$ cat config.mk
export PLATFORM = sky130hd
export DESIGN_NAME = pred_bit_packer
export DESIGN_NICKNAME = d
export VERILOG_FILES = /design/src/rtl/ppk_pkg.sv /design/src/rtl/ppk_slot_map.sv /design/src/rtl/ppk_lane_insert.sv /design/src/rtl/pred_bit_packer.sv
export SDC_FILE = /design/constraint.sdc
export NUM_CORES = 1
export LEC_CHECK = 0
export ABC_CLOCK_PERIOD_IN_PS = 2600
export BUFFER_PORTS_ARGS = -buffer_cell sky130_fd_sc_hd__buf_4
export CAP_MARGIN = 20
export CORE_ASPECT_RATIO = 2
export CORE_MARGIN = 1.5
export CORE_UTILIZATION = 60
export DETAILED_ROUTE_END_ITERATION = 16
export PLACE_DENSITY = 0.81
export SLEW_MARGIN = 20
export SYNTH_ARGS = -nofsm -noshare
export SYNTH_HDL_FRONTEND = slang
export SYNTH_SLANG_ARGS = --single-unit
$ cat constraint.sdc
create_clock -name clk -period 2.6 [get_ports clk]
set_input_delay 0 -clock clk [delete_from_list [all_inputs] [get_ports clk]]
set_output_delay 0 -clock clk [all_outputs]
set_load 0.01 [all_outputs]
$ cat src/rtl/ppk_pkg.sv
package ppk_pkg;
    typedef enum logic [1:0] {
        PACK_X1 = 2'b00,
        PACK_X2 = 2'b01,
        PACK_X4 = 2'b10,
        PACK_X8 = 2'b11
    } pack_code_e;
endpackage

$ cat src/rtl/ppk_slot_map.sv
// Maps an element index to its destination element and bit position.
module ppk_slot_map
    import ppk_pkg::*;
#(
    parameter int IDX_W = 6,
    parameter int POS_W = 6
) (
    input  logic [IDX_W-1:0] elem_idx,
    input  pack_code_e       code,
    input  logic             scalar,
    output logic [POS_W-1:0] bit_pos,
    output logic [IDX_W-1:0] word_idx,
    output logic             slot_last
);
    localparam int LG_W = $clog2(POS_W + 1);

    logic [LG_W-1:0]  log2k;
    logic [POS_W:0]   kfull;
    logic [POS_W-1:0] kmask;
    logic [POS_W-1:0] idx_ext;

    always_comb begin
        log2k    = scalar ? LG_W'(POS_W) : LG_W'(code);
        kfull    = (POS_W+1)'(1) << log2k;
        kmask    = POS_W'(kfull - (POS_W+1)'(1));
        idx_ext  = POS_W'(elem_idx);
        bit_pos  = idx_ext & kmask;
        word_idx = elem_idx >> log2k;
        slot_last = (bit_pos == kmask);
    end
endmodule

$ cat src/rtl/ppk_lane_insert.sv
// Writes one bit into a selected lane of the accumulator word.
module ppk_lane_insert #(
    parameter int WORD_W = 64,
    parameter int POS_W  = 6
) (
    input  logic [WORD_W-1:0] acc_in,
    input  logic [POS_W-1:0]  bit_pos,
    input  logic              bit_in,
    output logic [WORD_W-1:0] acc_out
);
    for (genvar j = 0; j < WORD_W; j++) begin : g_lane
        assign acc_out[j] = (bit_pos == POS_W'(j)) ? bit_in : acc_in[j];
    end
endmodule

$ cat src/rtl/pred_bit_packer.sv
module pred_bit_packer
    import ppk_pkg::*;
#(
    parameter int VL_MAX = 64,
    parameter int WORD_W = 64
) (
    input  logic                        clk,
    input  logic                        rst_n,
    input  logic                        start,
    input  logic [$clog2(VL_MAX):0]     cfg_vlen,
    input  logic [1:0]                  cfg_code,
    input  logic                        cfg_scalar,
    input  logic                        in_valid,
    input  logic                        in_bit,
    output logic                        in_ready,
    output logic                        out_valid,
    output logic [$clog2(VL_MAX)-1:0]   out_idx,
    output logic [WORD_W-1:0]           out_word,
    output logic                        done
);
    localparam int IDX_W = $clog2(VL_MAX);
    localparam int POS_W = $clog2(WORD_W);

    typedef struct packed {
        logic              busy;
        logic [IDX_W:0]    cnt;
        logic [IDX_W:0]    vlen;
        pack_code_e        code;
        logic              scalar;
        logic [WORD_W-1:0] acc;
        logic              ov;
        logic [IDX_W-1:0]  oidx;
        logic [WORD_W-1:0] oword;
        logic              done;
    } st_t;

    st_t st_d, st_q;

    logic [POS_W-1:0]  bit_pos;
    logic [IDX_W-1:0]  word_idx;
    logic              slot_last;
    logic [WORD_W-1:0] acc_ins;
    logic              accept;
    logic              elem_last;

    ppk_slot_map #(.IDX_W(IDX_W), .POS_W(POS_W)) i_map (
        .elem_idx (st_q.cnt[IDX_W-1:0]),
        .code     (st_q.code),
        .scalar   (st_q.scalar),
        .bit_pos  (bit_pos),
        .word_idx (word_idx),
        .slot_last(slot_last)
    );

    ppk_lane_insert #(.WORD_W(WORD_W), .POS_W(POS_W)) i_ins (
        .acc_in (st_q.acc),
        .bit_pos(bit_pos),
        .bit_in (in_bit),
        .acc_out(acc_ins)
    );

    assign in_ready  = st_q.busy && !st_q.ov;
    assign accept    = in_valid && in_ready && !start;
    assign elem_last = ((st_q.cnt + (IDX_W+1)'(1)) == st_q.vlen);

    always_comb begin
        st_d      = st_q;
        st_d.ov   = 1'b0;
        st_d.done = 1'b0;
        if (start) begin
            st_d.busy   = (cfg_vlen != '0);
            st_d.done   = (cfg_vlen == '0);
            st_d.cnt    = '0;
            st_d.acc    = '0;
            st_d.vlen   = cfg_vlen;
            st_d.code   = pack_code_e'(cfg_code);
            st_d.scalar = cfg_scalar;
        end else if (accept) begin
            st_d.cnt = st_q.cnt + (IDX_W+1)'(1);
            if (slot_last || elem_last) begin
                st_d.ov    = 1'b1;
                st_d.oword = acc_ins;
                st_d.oidx  = word_idx;
                st_d.acc   = '0;
            end else begin
                st_d.acc = acc_ins;
            end
            if (elem_last) begin
                st_d.busy = 1'b0;
                st_d.done = 1'b1;
            end
        end
    end

    always_ff @(posedge clk or negedge rst_n) begin
        if (!rst_n) st_q <= '0;
        else        st_q <= st_d;
    end

    assign out_valid = st_q.ov;
    assign out_idx   = st_q.oidx;
    assign out_word  = st_q.oword;
    assign done      = st_q.done;

    // no result taken while a word is pending
    a_r7_hold_off: assert property (@(posedge clk) disable iff (!rst_n)
        st_q.ov |-> !in_ready);
    // strobe lasts one cycle
    a_r6_strobe_single: assert property (@(posedge clk) disable iff (!rst_n)
        st_q.ov |=> !st_q.ov);
    // every strobe is caused by an accepted result
    a_r6_word_after_accept: assert property (@(posedge clk) disable iff (!rst_n)
        st_q.ov |-> $past(in_valid && in_ready));
    // done is a single-cycle pulse and ends the run
    a_r8_done_single: assert property (@(posedge clk) disable iff (!rst_n)
        st_q.done |=> !st_q.done);
    a_r8_done_idle: assert property (@(posedge clk) disable iff (!rst_n)
        st_q.done |-> !in_ready);
    // scalar destination always uses element 0
    a_r5_scalar_idx0: assert property (@(posedge clk) disable iff (!rst_n)
        (st_q.ov && st_q.scalar) |-> (st_q.oidx == '0));
    // nothing above bit k-1 in a packed word
    a_r4_word_fits: assert property (@(posedge clk) disable iff (!rst_n)
        (st_q.ov && !st_q.scalar) |-> ((st_q.oword >> (8'd1 << st_q.code)) == '0));
endmodule

==> flow_metrics.env <==
export IMPL_p_leak_uw=0.00443
export IMPL_dieArea_um2=15200
export IMPL_end_kind="register"
export IMPL_die_h_um=173
export IMPL_drv_cap=0
export IMPL_ys_seq_area_frac=0.445
export IMPL_synth_edff_count=0
export IMPL_synth_area_leader_cell="dfrtp_1"
export IMPL_die_w_um=87.9
export IMPL_wl_per_cell_um=19.1
export IMPL_io_pins=88
export IMPL_grt_pass1_wl_um=32600
export IMPL_initial_utilization=0.610
export IMPL_clkTransAtPathRegs_ps=60
export IMPL_rows=62
export IMPL_layout_drive_gt1_share=0.346
export IMPL_antenna_found_initial=0
export IMPL_io_buffer_count=87
export IMPL_syn_inst=815
export IMPL_final_min_clock_period_ps=2480
export IMPL_rsz0062_at_grt="false"
export IMPL_fillers=1018
export IMPL_clockBufferDepth=2
export IMPL_seq_power_share=0.448
export IMPL_ys_ff_latch=154
export IMPL_grt_start_max_net_pins=81
export IMPL_diodes=0
export IMPL_finalClockSkew_ps=10.0
export IMPL_switching_share=0.245
export IMPL_startpoint_type="register"
export IMPL_power_frac_clock=0.439
export IMPL_synth_most_common_cell="dfrtp_1"
export IMPL_multi_input_area_um2=3690
export IMPL_fin_crit_sh=0.954
export IMPL_fin_nets=852
export IMPL_path_class="register to register"
export IMPL_regToRegSetupSlack_ps=120
export IMPL_p_per_area_nw_per_um2=575
export IMPL_ant_nets=0
export IMPL_core_region_area_um2=14200
export IMPL_ys_warn_count=0
export IMPL_finalMaxSlewViolations=0
export IMPL_arrival_ps=2780
export IMPL_synthTopCellsByArea="dfrtp_1 (45%), mux2_4 (9.4%), mux2_2 (9.1%)"
export IMPL_finalSetupViolCount=0
export IMPL_syn_cell_area_um2=8660
export IMPL_worstPathMaxFanout=19
export IMPL_cts_htree_levels=4
export IMPL_wirelength_um=19900
export IMPL_avgSynthCellArea_um2=10.6
export IMPL_grt_pass1_vias=6245
export IMPL_syn_num_nets=831
export IMPL_register_area_um2=3860
export IMPL_ys_async_sr_fraction=1.00
export IMPL_clock_sinks=154
export IMPL_synthFlopType="dfrtp_1"
export IMPL_relSlewSlack=0.511
export IMPL_cts_buffers=17
export IMPL_gp_congestion=0.901
export IMPL_tightest_slew_ps=734
export IMPL_power_switching_uw=1380
export IMPL_clkLatencyLatePin_ps=420
export IMPL_grt_usage=0.275
export IMPL_gr_total_overflow=0
export IMPL_netlist_area_leader_share=0.445
export IMPL_hp_class="primary input to register"
export IMPL_fmax_mhz=403
export IMPL_total_power_uw=5620
export IMPL_post_route_drc_count=0
export IMPL_required_ps=2900
export IMPL_peakVddDrop_v=0.000461
export IMPL_firstDrtPassIters=6
export IMPL_cts_root_buffer="clkbuf_16"
export IMPL_dp_hpwl_um=12200
export IMPL_synthToLayoutAreaGrowth_pct=12.8
export IMPL_cts_tree="done"
export IMPL_netlist_top_cells_count="dfrtp_1 (154), buf_4 (71), inv_1 (70), mux2_2 (70), a31oi_1 (65)"
export IMPL_synth_cell_type_count=50
export IMPL_holdWs_ps=54.6
export IMPL_p_int_uw=4240
export IMPL_viasPerCell=6.07
export IMPL_drt_iter0_markers=649
export IMPL_status="completed"
export IMPL_vias=6323
export IMPL_comb_power_share=0.113
export IMPL_hold_violations=0
==> logic make-up (layout without fill, tap and decap cells) <==
group                    Yosys count  after routing  share of synthesized area
AO/OA/AOI/OAI                    157            157                      0.115
XOR/XNOR                          12             12                     0.0121
flip-flops                       154            154                      0.445
multiplexers                     144            144                      0.213
adder cells (fa/ha/maj)            1              1                    0.00145
AND/OR/NAND/NOR                  146            146                     0.0783
buffers and inverters            201            235                      0.135
==> final timing paths <==
| check | cells past startpoint | start | endpoint |
|---|---|---|---|
| max | 10 | st_q[146] | out_word[0] |
| min | 4 | in_valid | st_q[147] |
| max reg2reg | 10 | st_q[146] | out_word[0] |
| min reg2reg | 1 | st_q[153] | st_q[153] |
| max in group asynchronous | 3 | rst_n | out_word[0] |
| min in group asynchronous | 2 | rst_n | out_word[53] |
==> power by group through the flow <==
stage                     clock (uW)  combinational (uW)  sequential [uW]
after floorplan                    0                 441             2540
after global placement             0                 588             2560
after detailed placement           0                 601             2560
after CTS                       2490                 631             2510
after global routing            2590                 692             2520
final                           2470                 637             2520
==> critical path, stage by stage (launching register included) <==
cell and delay [ps]:
dfrtp_1 370, ha_2 230, nor2b_2 170, a21oi_1 100, nor4_2 310, buf_4 170, o211ai_4 70, a21boi_4 240
buf_4 170, buf_12 170, mux2_2 360
==> state kept, by name, indices dropped and copies added (netlist names) <==
signal / cells
st_q: 82
out_word: 64
out_idx: 6
done: 1
out_valid: 1
==> repair_timing <==
action                                  CTS  global route
hold buffers                             12             0
resized for setup                         2             8
endpoints found under the hold margin    95             0
endpoints found under the setup margin   56           105
buffers inserted                          2             0
pin swaps                                 1             1
gates cloned                              1             0
==> cells in the final DEF (no fill, tap or decap), types with 12 or more instances in the layout <==
| cell type | n |
|---|---|
| dfrtp_1 | 152 |
| dlygate4sd3_1 | 12 |
| inv_1 | 70 |
| o22ai_1 | 64 |
| mux2_2 | 70 |
| mux2_1 | 14 |
| mux2_4 | 54 |
| clkbuf_16 | 17 |
| a31oi_1 | 65 |
| nand2_1 | 62 |
| nor2_1 | 28 |
| buf_4 | 114 |
==> per-layer routing <==
metal / wire length [um] / track usage / vias to the layer above
met5: 0 / 0 / -
met1: 7730 / 0.365 / 3059
li1: - / - / 2839
met2: 9820 / 0.426 / 342
met4: 1030 / 0.143 / 0
met3: 1340 / 0.0501 / 83
==> cell type report <==
| class | count | area share |
|---|---|---|
| multi-input combinational | 460 | 0.378 |
| inverter | 70 | 0.0269 |
| clock inverter | 10 | 0.0119 |
| timing repair buffer | 133 | 0.115 |
| tap | 192 | 0.0246 |
| sequential | 154 | 0.395 |
| clock buffer | 22 | 0.0486 |
==> per-stage QoR <==
stage / worst slack [ps] / cell area [um2] / setup TNS, ps / std cells / util
after CTS: 17.6 / 9740 / 0 / 1041 / 0.686
final: 118 / 9760 / 0 / 1041 / 0.688
after floorplan: 327 / 8660 / 0 / 815 / -
after global routing: 8.87 / 9760 / 0 / 1041 / 0.688
after detailed placement: -27.1 / 8980 / -86.5 / 994 / 0.632
after global placement: 50.5 / 8980 / 0 / 994 / 0.632
Power figures use the tool's default switching activity.
